==> src/rtl/eth_filt_pkg.sv <==
`timescale 1ns/1ps
package eth_filt_pkg;
   localparam int unsigned OCTET_W  = 8;
   localparam int unsigned CRC_W    = 32;
   localparam logic [CRC_W-1:0] CRC_POLY_REFL = 32'hEDB8_8320;
   localparam logic [CRC_W-1:0] CRC_PRESET    = '1;

   typedef enum logic [1:0] {
      DA_UNICAST   = 2'd0,
      DA_MULTICAST = 2'd1,
      DA_BROADCAST = 2'd2
   } da_kind_e;

   // Reflected CRC over one octet, least significant bit first.
   function automatic logic [CRC_W-1:0] crc_octet(
      input logic [CRC_W-1:0]   crc_in,
      input logic [OCTET_W-1:0] octet,
      input logic [CRC_W-1:0]   poly);
      logic [CRC_W-1:0] r;
      r = crc_in ^ {{(CRC_W-OCTET_W){1'b0}}, octet};
      for (int b = 0; b < OCTET_W; b++) begin
         r = r[0] ? ((r >> 1) ^ poly) : (r >> 1);
      end
      return r;
   endfunction
endpackage

==> src/rtl/efilt_collect.sv <==
`timescale 1ns/1ps
module efilt_collect
   import eth_filt_pkg::*;
#(
   parameter int unsigned ADDR_BYTES = 6,
   parameter logic [31:0] POLY       = CRC_POLY_REFL
) (
   input  logic                          clk,
   input  logic                          rst_n,
   input  logic                          in_vld,
   input  logic                          in_first,
   input  logic [OCTET_W-1:0]            in_byte,
   output logic [ADDR_BYTES*OCTET_W-1:0] addr_q,
   output logic [CRC_W-1:0]              crc_q,
   output logic                          done_q
);
   localparam int unsigned ADDR_W = ADDR_BYTES * OCTET_W;
   localparam int unsigned CNT_W  = $clog2(ADDR_BYTES + 1);
   localparam logic [CNT_W-1:0] LAST_IDX = CNT_W'(ADDR_BYTES - 1);
   localparam logic [CNT_W-1:0] ONE      = CNT_W'(1);

   // Number of bytes already taken; zero means no address is open.
   logic [CNT_W-1:0] cnt_q;

   always_ff @(posedge clk or negedge rst_n) begin
      if (!rst_n) begin
         cnt_q  <= '0;
         addr_q <= '0;
         crc_q  <= CRC_PRESET;
         done_q <= 1'b0;
      end else begin
         done_q <= 1'b0;
         if (in_vld && in_first) begin
            addr_q <= {{(ADDR_W-OCTET_W){1'b0}}, in_byte};
            crc_q  <= crc_octet(CRC_PRESET, in_byte, POLY);
            cnt_q  <= ONE;
         end else if (in_vld && (cnt_q != '0)) begin
            addr_q[int'(cnt_q)*OCTET_W +: OCTET_W] <= in_byte;
            crc_q <= crc_octet(crc_q, in_byte, POLY);
            if (cnt_q == LAST_IDX) begin
               cnt_q  <= '0;
               done_q <= 1'b1;
            end else begin
               cnt_q <= cnt_q + ONE;
            end
         end
      end
   end
endmodule

==> src/rtl/efilt_decide.sv <==
`timescale 1ns/1ps
module efilt_decide
   import eth_filt_pkg::*;
#(
   parameter int unsigned ADDR_BYTES = 6,
   parameter int unsigned HASH_IDX_W = 6,
   parameter bit          HASH_EN    = 1'b1
) (
   input  logic [ADDR_BYTES*OCTET_W-1:0] addr,
   input  logic [CRC_W-1:0]              crc,
   input  logic [ADDR_BYTES*OCTET_W-1:0] station,
   input  logic [(1<<HASH_IDX_W)-1:0]    hash_tbl,
   input  logic                          promisc,
   input  logic                          bcast_off,
   output da_kind_e                      kind,
   output logic                          accept
);
   logic [HASH_IDX_W-1:0] hash_idx;
   logic                  hash_hit;
   logic                  exact_hit;

   assign hash_idx  = crc[CRC_W-1 -: HASH_IDX_W];
   assign exact_hit = (addr == station);

   generate
      if (HASH_EN) begin : g_hash
         assign hash_hit = hash_tbl[hash_idx];
      end else begin : g_no_hash
         logic unused_hash;
         assign unused_hash = ^{hash_tbl, hash_idx};
         assign hash_hit    = 1'b0;
      end
   endgenerate

   always_comb begin
      if (&addr)        kind = DA_BROADCAST;
      else if (addr[0]) kind = DA_MULTICAST;
      else              kind = DA_UNICAST;
   end

   always_comb begin
      if (promisc) begin
         accept = 1'b1;
      end else begin
         unique case (kind)
            DA_BROADCAST: accept = !bcast_off;
            DA_MULTICAST: accept = hash_hit;
            default:      accept = exact_hit;
         endcase
      end
   end
endmodule

==> src/rtl/eth_rx_addr_filter.sv <==
`timescale 1ns/1ps
module eth_rx_addr_filter
   import eth_filt_pkg::*;
#(
   parameter int unsigned ADDR_BYTES = 6,
   parameter int unsigned HASH_IDX_W = 6,
   parameter bit          HASH_EN    = 1'b1,
   parameter logic [31:0] CRC_POLY   = CRC_POLY_REFL
) (
   input  logic                              clk,
   input  logic                              rst_n,
   input  logic                              da_vld,
   input  logic                              da_first,
   input  logic [7:0]                        da_byte,
   input  logic [31:0]                       stn_lo,
   input  logic [ADDR_BYTES*8-33:0]          stn_hi,
   input  logic [(1<<HASH_IDX_W)/2-1:0]      mc_hash_lo,
   input  logic [(1<<HASH_IDX_W)/2-1:0]      mc_hash_hi,
   input  logic                              promisc_en,
   input  logic                              bcast_block,
   output logic                              dec_vld,
   output logic                              dec_accept
);
   localparam int unsigned ADDR_W = ADDR_BYTES * OCTET_W;
   localparam int unsigned TBL_W  = 1 << HASH_IDX_W;

   generate
      if (ADDR_BYTES < 5 || ADDR_BYTES > 8) begin : g_bad_bytes
         $error("ADDR_BYTES must lie between 5 and 8");
      end
      if (HASH_IDX_W < 1 || HASH_IDX_W > 10) begin : g_bad_idx
         $error("HASH_IDX_W must lie between 1 and 10");
      end
   endgenerate

   logic [ADDR_W-1:0] addr_q;
   logic [CRC_W-1:0]  crc_q;
   logic              done_q;
   logic              acc_c;
   da_kind_e          kind_c;
   logic [TBL_W-1:0]  tbl;
   logic [ADDR_W-1:0] station;

   assign tbl     = {mc_hash_hi, mc_hash_lo};
   assign station = {stn_hi, stn_lo};

   efilt_collect #(.ADDR_BYTES(ADDR_BYTES), .POLY(CRC_POLY)) u_collect (
      .clk      (clk),
      .rst_n    (rst_n),
      .in_vld   (da_vld),
      .in_first (da_first),
      .in_byte  (da_byte),
      .addr_q   (addr_q),
      .crc_q    (crc_q),
      .done_q   (done_q)
   );

   efilt_decide #(.ADDR_BYTES(ADDR_BYTES), .HASH_IDX_W(HASH_IDX_W), .HASH_EN(HASH_EN)) u_decide (
      .addr      (addr_q),
      .crc       (crc_q),
      .station   (station),
      .hash_tbl  (tbl),
      .promisc   (promisc_en),
      .bcast_off (bcast_block),
      .kind      (kind_c),
      .accept    (acc_c)
   );

   logic unused_kind;
   assign unused_kind = ^kind_c;

   assign dec_vld    = done_q;
   assign dec_accept = done_q & acc_c;
endmodule

==> config.mk <==
export PLATFORM = sky130hd
export DESIGN_NAME = eth_rx_addr_filter
export DESIGN_NICKNAME = d
export VERILOG_FILES = /design/src/rtl/eth_filt_pkg.sv /design/src/rtl/efilt_collect.sv /design/src/rtl/efilt_decide.sv /design/src/rtl/eth_rx_addr_filter.sv
export SDC_FILE = /design/constraint.sdc
export NUM_CORES = 1
export LEC_CHECK = 0
export BUFFER_PORTS_ARGS = -buffer_cell sky130_fd_sc_hd__buf_2
export CAP_MARGIN = 10
export CORE_AREA = 2 2 107 109
export DETAILED_ROUTE_END_ITERATION = 16
export DIE_AREA = 0 0 109 111
export HOLD_SLACK_MARGIN = 0.06
export PLACE_DENSITY_LB_ADDON = 0.1
export SLEW_MARGIN = 40
export SYNTH_ARGS = -nofsm -noshare
export SYNTH_HDL_FRONTEND = slang
export SYNTH_SLANG_ARGS = --single-unit
==> constraint.sdc <==
create_clock -name clk -period 2.9 [get_ports clk]
set_clock_uncertainty 0.05 [all_clocks]
set_input_delay 0.29 -clock clk [delete_from_list [all_inputs] [get_ports clk]]
set_output_delay 0.29 -clock clk [all_outputs]
set_load 0.05 [all_outputs]
==> impl_metrics.tcl <==
set metrics [dict create \
    gp_congestion 0.903 \
    antenna_found_initial 0 \
    cp.required_ps 2560 \
    power_frac_comb_pct 56.9 \
    critical-path-max-stage-delay_ps 590 \
    cts_max_level 3 \
    synthCells 621 \
    status "complete, no violations" \
    drive_gt1_share_pct 31.0 \
    path_cells "buf_6 > mux4_2 > mux4_2 > nand3b_1 > a31oi_2 > buf_6" \
    drc 0 \
    hp-class "in2reg" \
    reg2reg_slack_ps 380 \
    swShare_pct 41.0 \
    via_per_inst 5.86 \
    cts_tree "yes" \
    hold_viol 0 \
    relSlewSlack_pct 51.0 \
    dp_hpwl_um 13000 \
    portBuffers 127 \
    dp_slack_ps 194 \
    period_share_pct 97.3 \
    grt_max_degree 72 \
    ys_ff_latch 84 \
    worst_slack_ps 79.2 \
    ios 128 \
    clock_latency_ps 350 \
    clockPowerShare_pct 15.4 \
    leakagePower_uw 0.00298 \
    rows 39 \
    grt-ovfl-total 0 \
    reg2reg_to "u_collect.addr_q[8]" \
    reg2reg_from "u_collect.cnt_q[1]" \
    cts_buffers 9 \
    fp.dieW_um 109 \
    syn_area_um2 6020 \
    die_height_um 111 \
    grt_pass1_wl_um 28100 \
    start_util_pct 54.3 \
    synth-edff-count 0 \
    final_common_cell "buf_2" \
    critical_path_class "reg2out" \
    min_to "u_collect.addr_q[5]" \
    synth_nets 753 \
    layout.nets 879 \
    cp.arrival_ps 2480 \
    whs_path_depth 3 \
    instances_no_fill 895 \
    cp-start-kind "flop" \
    pwr-share-seq_pct 27.7 \
    antenna_left 0 \
    area_delta_synth_final_pct 20.4 \
    period_minus_slack_ps 2820 \
    dp_cells 874 \
    cp-end-kind "output port" \
    clock-root-buffer "clkbuf_16" \
    diodes 0 \
    ys_seq_area_share_pct 35.6 \
    cts_num_sinks 84 \
    layout_common_cells "buf_2, xnor2_1, nand2_1, dfrtp_1, o21ai_0" \
    intPower_uw 4630 \
    first_global_vias 5400 \
    setup_viol_count_final 0 \
    grt_use_total_pct 30.7 \
    vias 5246 \
    drt-initial-drc-count 312 \
    synth.avg_cell_area_um2 9.69 \
    dieArea_um2 12100 \
    wl_per_cell_um 19.8 \
    crit_slowest_cell "dfstp_2" \
    ys.flop_type "dfrtp_1" \
    min-delay-start "da_byte[5]" \
    tightest_slew_ps 734 \
    nFillCells 952 \
    max-cap-violations 0 \
    stdcell_area_um2 7240 \
    synth_cell_types 53 \
    ys_async_sr_fraction_pct 100 \
    clk_path_buf_depth 2 \
    max_freq_mhz 355 \
    dr.pass1.iters 6 \
    p_per_area_nw_per_um2 1080 \
    placed_cell_area_um2 6860 \
    irDropWorstVdd_uv 665 \
    fin_setup_tns_ps 0 \
    p_switching_uw 3220 \
    path_max_fanout 8 \
    final-max-slew-violation-count 0 \
    drt_wl_total_um 17700 \
    coreArea_um2 11100 \
    clkTransAtPathRegs_ps 70 \
    reg2reg_depth 9 \
    ys.warnings.count 0 \
]
power by group through the flow:
stage	Combinational (uW)	Sequential (uW)	Clock, uW
2_1_floorplan	3610	1930	0
3_3_place_gp	4260	2170	0
3_5_place_dp	4330	2190	0
4_1_cts	4440	2160	1230
5_1_grt	4820	2240	1280
6_report	4470	2180	1210
sequential cells by signal, summed over array words and instances (netlist names):
name	cells
u_collect.addr_q	48
u_collect.crc_q	32
u_collect.cnt_q	3
u_collect.done_q	1
critical path: cells and delay by family, from the launching register on:
kind	cells	cell delay [ps]
multiplexers	2	970
AO/OA/AOI/OAI	1	90
buffers and inverters	2	360
flip-flops	1	590
AND/OR/NAND/NOR	1	110
final cells by class:
type,instances,area (um2),area share (%)
clock buffer,9,225,3.11
clock inverter,7,82.6,1.14
inverter,7,26.3,0.363
multi-input combinational,489,3700,51.0
sequential,84,2150,29.6
tap,143,179,2.47
timing repair buffer,156,888,12.3
cells in the mapped netlist (7+ instances only):
cell type  instances  area [um2]
xnor2_1          124        1090
nand2_1           86         323
dfrtp_1           52        1300
o21ai_0           35         175
dfstp_2           32         841
clkbuf_1          30         113
xor2_1            27         236
nand4_1           25         156
a32o_1            24         240
nor2_1            23        86.3
a21oi_1           20         100
mux2i_1           16         160
mux4_2            11         248
nor4_1             9        56.3
inv_1              7        26.3
what timing repair did:
| item | CTS | global route |
|---|---|---|
| endpoints found under the hold margin | 52 | 0 |
| setup endpoints to repair | 1 | 1 |
| pin swaps | 0 | 2 |
| hold buffers | 1 | 0 |
| resized for setup | 4 | 4 |
| setup buffers | 3 | 1 |
kinds of logic (layout without fill, tap and decap cells):
group           Yosys count  in the layout  synth area share, %
mux                      28             28                 6.96
buf+inv                  48            179                 3.37
flops                    84             84                 35.6
compound gates          118            118                 13.6
simple gates            175            175                 13.8
fa+ha+maj                 6              6                 1.25
xor+xnor                162            162                 25.4
worst max-delay path by stage:
stage	slack (ps)	start	to	cells past startpoint
after floorplan	180	u_collect.crc_q[26]	dec_accept	7
after global placement	270	u_collect.crc_q[26]	dec_accept	8
after detailed placement	190	u_collect.crc_q[26]	dec_accept	8
after CTS	20	u_collect.crc_q[26]	dec_accept	7
after global routing	-10	u_collect.crc_q[26]	dec_accept	9
final	80	u_collect.crc_q[26]	dec_accept	6
metal layers:
layer	GRT usage (%)	vias up	part of all wire [%]	wire [um]
met4	12.1	0	3.0	537
li1	-	2449	-	-
met3	6.17	40	6.1	1080
met2	51.5	194	50	8850
met5	0	-	0	0
met1	38.6	2563	41	7230
per-stage QoR:
step / power (uW) / hold WS [ps] / util (%)
floorplan: 5530 / -55.6 / -
global placement: 6430 / 413 / 61.8
detailed placement: 6520 / 296 / 61.9
CTS: 7830 / 303 / 65.2
global route: 8340 / 321 / 65.4
finish: 7850 / 312 / 65.4
No activity file was read; power rests on OpenSTA's default activity.
